`config.mk`:
```
export PLATFORM = sky130hd
export DESIGN_NAME = delayed_follow
export DESIGN_NICKNAME = d
export VERILOG_FILES = /design/src/rtl/delayed_follow_pkg.sv /design/src/rtl/df_tick_counter.sv /design/src/rtl/df_out_gate.sv /design/src/rtl/delayed_follow.sv
export SDC_FILE = /design/constraint.sdc
export NUM_CORES = 1
export LEC_CHECK = 0
export ABC_CLOCK_PERIOD_IN_PS = 3300
export BUFFER_PORTS_ARGS = -buffer_cell sky130_fd_sc_hd__clkbuf_2
export CELL_PAD_IN_SITES_DETAIL_PLACEMENT = 0
export CELL_PAD_IN_SITES_GLOBAL_PLACEMENT = 2
export CORE_AREA = 2 2 39 41
export CTS_CLUSTER_SIZE = 16
export DETAILED_ROUTE_END_ITERATION = 10
export DIE_AREA = 0 0 41 43
export GPL_TIMING_DRIVEN = 0
export MAX_ROUTING_LAYER = met4
export PLACE_DENSITY = 0.52
export RECOVER_POWER = 25
export SYNTH_ARGS = -nofsm -noshare
export SYNTH_HDL_FRONTEND = slang
export SYNTH_HIERARCHICAL = 1
export SYNTH_SLANG_ARGS = --single-unit
```
`constraint.sdc`:
```
create_clock -name clk -period 3.3 [get_ports clk]
set_input_delay 0.495 -clock clk [delete_from_list [all_inputs] [get_ports clk]]
set_output_delay 0.495 -clock clk [all_outputs]
set_load 0.01 [all_outputs]
```
`src/rtl/delayed_follow_pkg.sv`:
```
package delayed_follow_pkg;

  // Next value of the event counter: advance on an event, hold otherwise.
  function automatic int unsigned count_step(input int unsigned cur, input bit ev);
    return ev ? cur + 1 : cur;
  endfunction

  // True when the counter already holds K-1 events, so the next event is the K-th.
  function automatic bit at_final(input int unsigned cur, input int unsigned k);
    return cur == (k - 1);
  endfunction

endpackage

```
`src/rtl/df_tick_counter.sv`:
```
module df_tick_counter #(
  parameter int unsigned K_START = 5,
  parameter int unsigned CNT_W   = 3
) (
  input  logic clk,
  input  logic rst,
  input  logic ev_in,
  output logic final_tick,
  output logic gate_open
);
  import delayed_follow_pkg::*;

  logic [CNT_W-1:0] cnt_q;

  assign final_tick = at_final(32'(cnt_q), K_START);

  always_ff @(posedge clk) begin
    if (rst) begin
      cnt_q     <= '0;
      gate_open <= 1'b0;
    end else if (ev_in && !gate_open) begin
      if (final_tick) gate_open <= 1'b1;
      else            cnt_q     <= CNT_W'(count_step(32'(cnt_q), 1'b1));
    end
  end


  cnt_bound_chk: assert property (@(posedge clk) disable iff (rst)
    32'(cnt_q) < K_START);
endmodule

```
`src/rtl/df_out_gate.sv`:
```
module df_out_gate (
  input  logic rst,
  input  logic ev_in,
  input  logic gate_open,
  input  logic final_tick,
  output logic ev_out
);
  always_comb begin
    ev_out = 1'b0;
    if (!rst && ev_in && (gate_open || final_tick)) ev_out = 1'b1;
  end
endmodule

```
`src/rtl/delayed_follow.sv`:
```
module delayed_follow #(
  parameter int unsigned K_START = 5
) (
  input  logic clk,
  input  logic rst,
  input  logic ev_in,
  output logic ev_out
);
  localparam int unsigned CNT_W = (K_START < 2) ? 1 : $clog2(K_START);

  logic final_tick;
  logic gate_open;

  df_tick_counter #(.K_START(K_START), .CNT_W(CNT_W)) u_cnt (
    .clk(clk), .rst(rst), .ev_in(ev_in),
    .final_tick(final_tick), .gate_open(gate_open)
  );

  df_out_gate u_gate (
    .rst(rst), .ev_in(ev_in), .gate_open(gate_open),
    .final_tick(final_tick), .ev_out(ev_out)
  );


  quiet_in_reset_chk: assert property (@(posedge clk) rst |-> !ev_out);


  held_back_chk: assert property (@(posedge clk) disable iff (rst)
    (!gate_open && !final_tick) |-> !ev_out);


  kth_fires_chk: assert property (@(posedge clk) disable iff (rst)
    (ev_in && final_tick && !gate_open) |-> ev_out ##1 gate_open);


  mirror_chk: assert property (@(posedge clk) disable iff (rst)
    gate_open |-> (ev_out == ev_in));


  stays_open_chk: assert property (@(posedge clk) disable iff (rst)
    gate_open |=> gate_open);


  reset_closes_chk: assert property (@(posedge clk)
    rst |=> !gate_open);
endmodule

```
After elaboration in Yosys (flattened, before gate mapping). Cells that the tools add are included. W data, S select, Z words.

Output and inout bits: 1. Flip-flop bits (word level): 4.

Equal/unequal tests: 1. Add/subtract/negate cells: 1. Reductions and logical operators: 8. Bitwise gates (word level): 1. Muxes and demuxes: 1.

Operators by type and width (count): $reduce_and A2 Y1 (2); $add A3 B1 Y3 const B (1); $eq A3 B3 Y1 const B (1); $logic_and A1 B1 Y1 (3); $logic_not A1 Y1 (2); $logic_or A1 B1 Y1 (1); $mux W1 (1); $not A1 Y1 (1).

Longest topological paths before layout.
Depth after elaboration: 4. Mapped depth: 5. Depth with buffers taken out: 5.

By module. Netlist, hierarchy kept.

By module, submodules not included: df_tick_counter (times used 1, area an instance 214.0 µm², cells each 22, sequential area each 80.1 µm²); df_out_gate (times used 1, area an instance 16.3 µm², cells each 2, sequential area each 0.0 µm²).

Worst setup path before layout. Ideal clock, no wire load.

Path type: reg-to-output. From: reg u_cnt.cnt_q[0]. To: out ev_out. Arrival time: 0.950 ns. Required time: 2.805 ns. Buffers on the path: 0. Cell stages (with the launch flop): 6. Path slack: 1.855 ns. Cells stage by stage: dfxtp_1 inv_1 ha_1 and2_4 nor2_1 nor3b_2.

Cells in the longest elaborated chain, start to end: 4.

RTL lines: from (decl) (RTL line df_tick_counter.sv:13) `logic [CNT_W-1:0] cnt_q;`; from (signal assigned) (RTL line df_tick_counter.sv:23) `else cnt_q <= CNT_W'(count_step(32'(cnt_q), 1'b1));`; $eq A3 B3 Y1 (RTL line delayed_follow_pkg.sv:10) `return cur == (k - 1);`; named net final_tick (RTL line delayed_follow.sv:11) `logic final_tick;`; $logic_or A1 B1 Y1 (RTL line df_out_gate.sv:10) `if (!rst && ev_in && (gate_open || final_tick)) ev_out = 1'b1;`; $logic_and A1 B1 Y1 (RTL line df_out_gate.sv:10); $mux W1 (RTL line df_out_gate.sv:10); to (decl) (RTL line delayed_follow.sv:7) `output logic ev_out`.

The timed path passes the listed nets, and every way through them passes these cells.

Worst setup path in the final report. Same ends and word-level chain as after synthesis.

==> results.ini <==
[run_status]
run_status = completed

[floorplanning]
fp-row-count = 14
core_area_sq_um = 1380
ioPinCount = 4
die_area_sq_um = 1760
initial_core_util = 0.166
die_h_um = 43
dieWidth_um = 41

[layout]
design_area_sq_um = 288
area_delta_synth_final_pct = 25.0
antennaDiodeCount = 0
finalNetCount = 37
drive_above_1_share = 0.300
mostFrequentLayoutCells = nor2_1 (4), dfxtp_1 (4), clkbuf_4 (3), clkbuf_2 (3), inv_1 (3)
fillers = 153

[worst_setup_path]
startpoint_type = flop
slowest_delay_ns = 0.35
critPathArrivalTime_ns = 1.37
cp_max_fo = 3
crit_type = reg2out
crit_path_cell_trace = inv_1 > ha_1 > and2_4 > nor2_1 > nor3b_2 > clkbuf_2
cp-end-kind = primary output
critical_path.top_delay_family = simple AND/OR/NAND/NOR gates
critPathSlowestCell = dfxtp_1
critPathBufInv = 2
cp.required_ns = 2.80

[yosys]
synth_area_leaders = dfxtp_1 (35%), ha_1 (11%), nor3b_4 (8.2%)
synth-seq-area-share = 0.348
yosysTopAreaCellShare = 0.348
ys_types = 14
synth-seq-cells = 4
yosysTopAreaCell = dfxtp_1
synth_cells = 24
yosysWarnings = 6
syn_avg_cell_area_sq_um = 9.59
syn-num-nets = 29
syn-cell-area_sq_um = 230

[clock_network]
cts_inserted_buffers = 3
htree_levels = 1
numClockSinks = 4
clock_latency_ns = 0.24
ctsResizeCount = 0
cts.clk_slew.worst_paths_ns = 0.04
clock_path_buffers = 2
root_buffer = clkbuf_4
cts_setup_buffers = 0
cts_hold_buf = 0
cts_tree = yes

[timing]
period_needed_ns = 1.86
fmax_mhz = 537
finClkSkew_ns = 0.000830
slew_headroom = 0.853
rsz0062_at_grt = no
setup-tns-final_ns = 0
period_share = 0.564
hold_viol_final = 0
setup_ws_ns = 1.44
worst_slew_pin_slew_ns = 0.221
setup_violations = 0
drv_slew = 0

[placed_design]
hpwl_um = 333
place_congestion = 0.665
dp_slack_ns = 1.69
port_buffers = 3
placed_area_sq_um = 265

[global_routing]
grt_pass1_wl_um = 669
grt_max_degree = 8
grt_usage = 0.0679
grt_overflow = 0
grt_pass1_vias = 179
antenna_found_initial = 0

[routing]
dr_total_vias = 180
wl_per_cell_um = 9.48
wl_um = 436
via_per_inst = 3.91
first_pass_iters = 4
drt-initial-drc-count = 6
ant_nets = 0
drc_errors = 0

[job]
max_cap_viol_count = 0

[power_and_ir_drop]
vdd_drop_max_uv = 105
power.density_nw_per_um2 = 460
p_leak_nw = 0.117

[worst_hold_path]
hold_class = reg2reg

## worst min-delay path, cell delays in order, from the launching register on
cell and delay (ns):
dfxtp_1 0.31, inv_1 0.07, a211oi_1 0.07
## cell families (layout without fill, tap and decap cells)
| group | count (synthesis) | after routing | share of synthesized area |
|---|---|---|---|
| simple gates | 11 | 11 | 0.348 |
| fa+ha+maj | 2 | 2 | 0.109 |
| buf+inv | 3 | 9 | 0.0489 |
| flops | 4 | 4 | 0.348 |
| compound gates | 2 | 2 | 0.0543 |
| mux | 2 | 2 | 0.0924 |
## power by group
group / internal (mW) / leakage, nW / switching (mW)
sequential: 0.0517 / 0.0326 / 0.00234
clock: 0.0407 / 0.0138 / 0.0210
combinational: 0.00823 / 0.0705 / 0.00854
total: 0.101 / 0.117 / 0.0319
## final cells by class
cell class / instances / area, sq um / area share
repair buffers: 3 / 15.0 / 0.0522
inverters: 3 / 11.3 / 0.0391
multi-input cells: 17 / 139 / 0.483
well taps: 16 / 20.0 / 0.0696
clock buffers: 3 / 22.5 / 0.0783
flip-flops and latches: 4 / 80.1 / 0.278
## cells in the mapped netlist
master and instances:
a211oi_1 1, a21oi_1 1, and2_4 1, dfxtp_1 4, ha_1 2, inv_1 3, mux2_1 1, mux2i_1 1
nand2b_1 2, nand3b_1 1, nor2_1 4, nor3_1 1, nor3b_2 1, nor3b_4 1
## flip-flops by register name (all words and copies together) (netlist names)
register         count
u_cnt/cnt_q          3
u_cnt/gate_open      1
## per-layer routing
layer | part of all wire | vias to the layer above | track usage
met4 | 0.053 | 0 | 0.120
li1 | - | 91 | -
met2 | 0.46 | 6 | 0.0656
met1 | 0.43 | 79 | 0.0772
met5 | 0 | - | -
met3 | 0.053 | 4 | 0.0157
## worst paths after layout
| path | from | to | slack (ns) | cells after the start |
|---|---|---|---|---|
| worst max-delay path | u_cnt/cnt_q[0] | ev_out | 1.44 | 6 |
| worst min-delay path | u_cnt/cnt_q[2] | u_cnt/cnt_q[2] | 0.50 | 2 |
| worst max register to register | u_cnt/cnt_q[0] | u_cnt/cnt_q[0] | 1.79 | 5 |
| worst min register to register | u_cnt/cnt_q[2] | u_cnt/cnt_q[2] | 0.50 | 2 |
## per-stage QoR
step	power (mW)	utilization	std cells	hold slack (ns)
after CTS	0.135	0.208	46	0.490
after detailed placement	0.0717	0.192	43	0.481
after global placement	0.0701	0.192	43	0.470
final	0.132	0.208	46	0.495
after global routing	0.140	0.208	46	0.516
after floorplan	0.0653	-	24	0.447
Note: power is estimated with default switching activity, not from simulation.
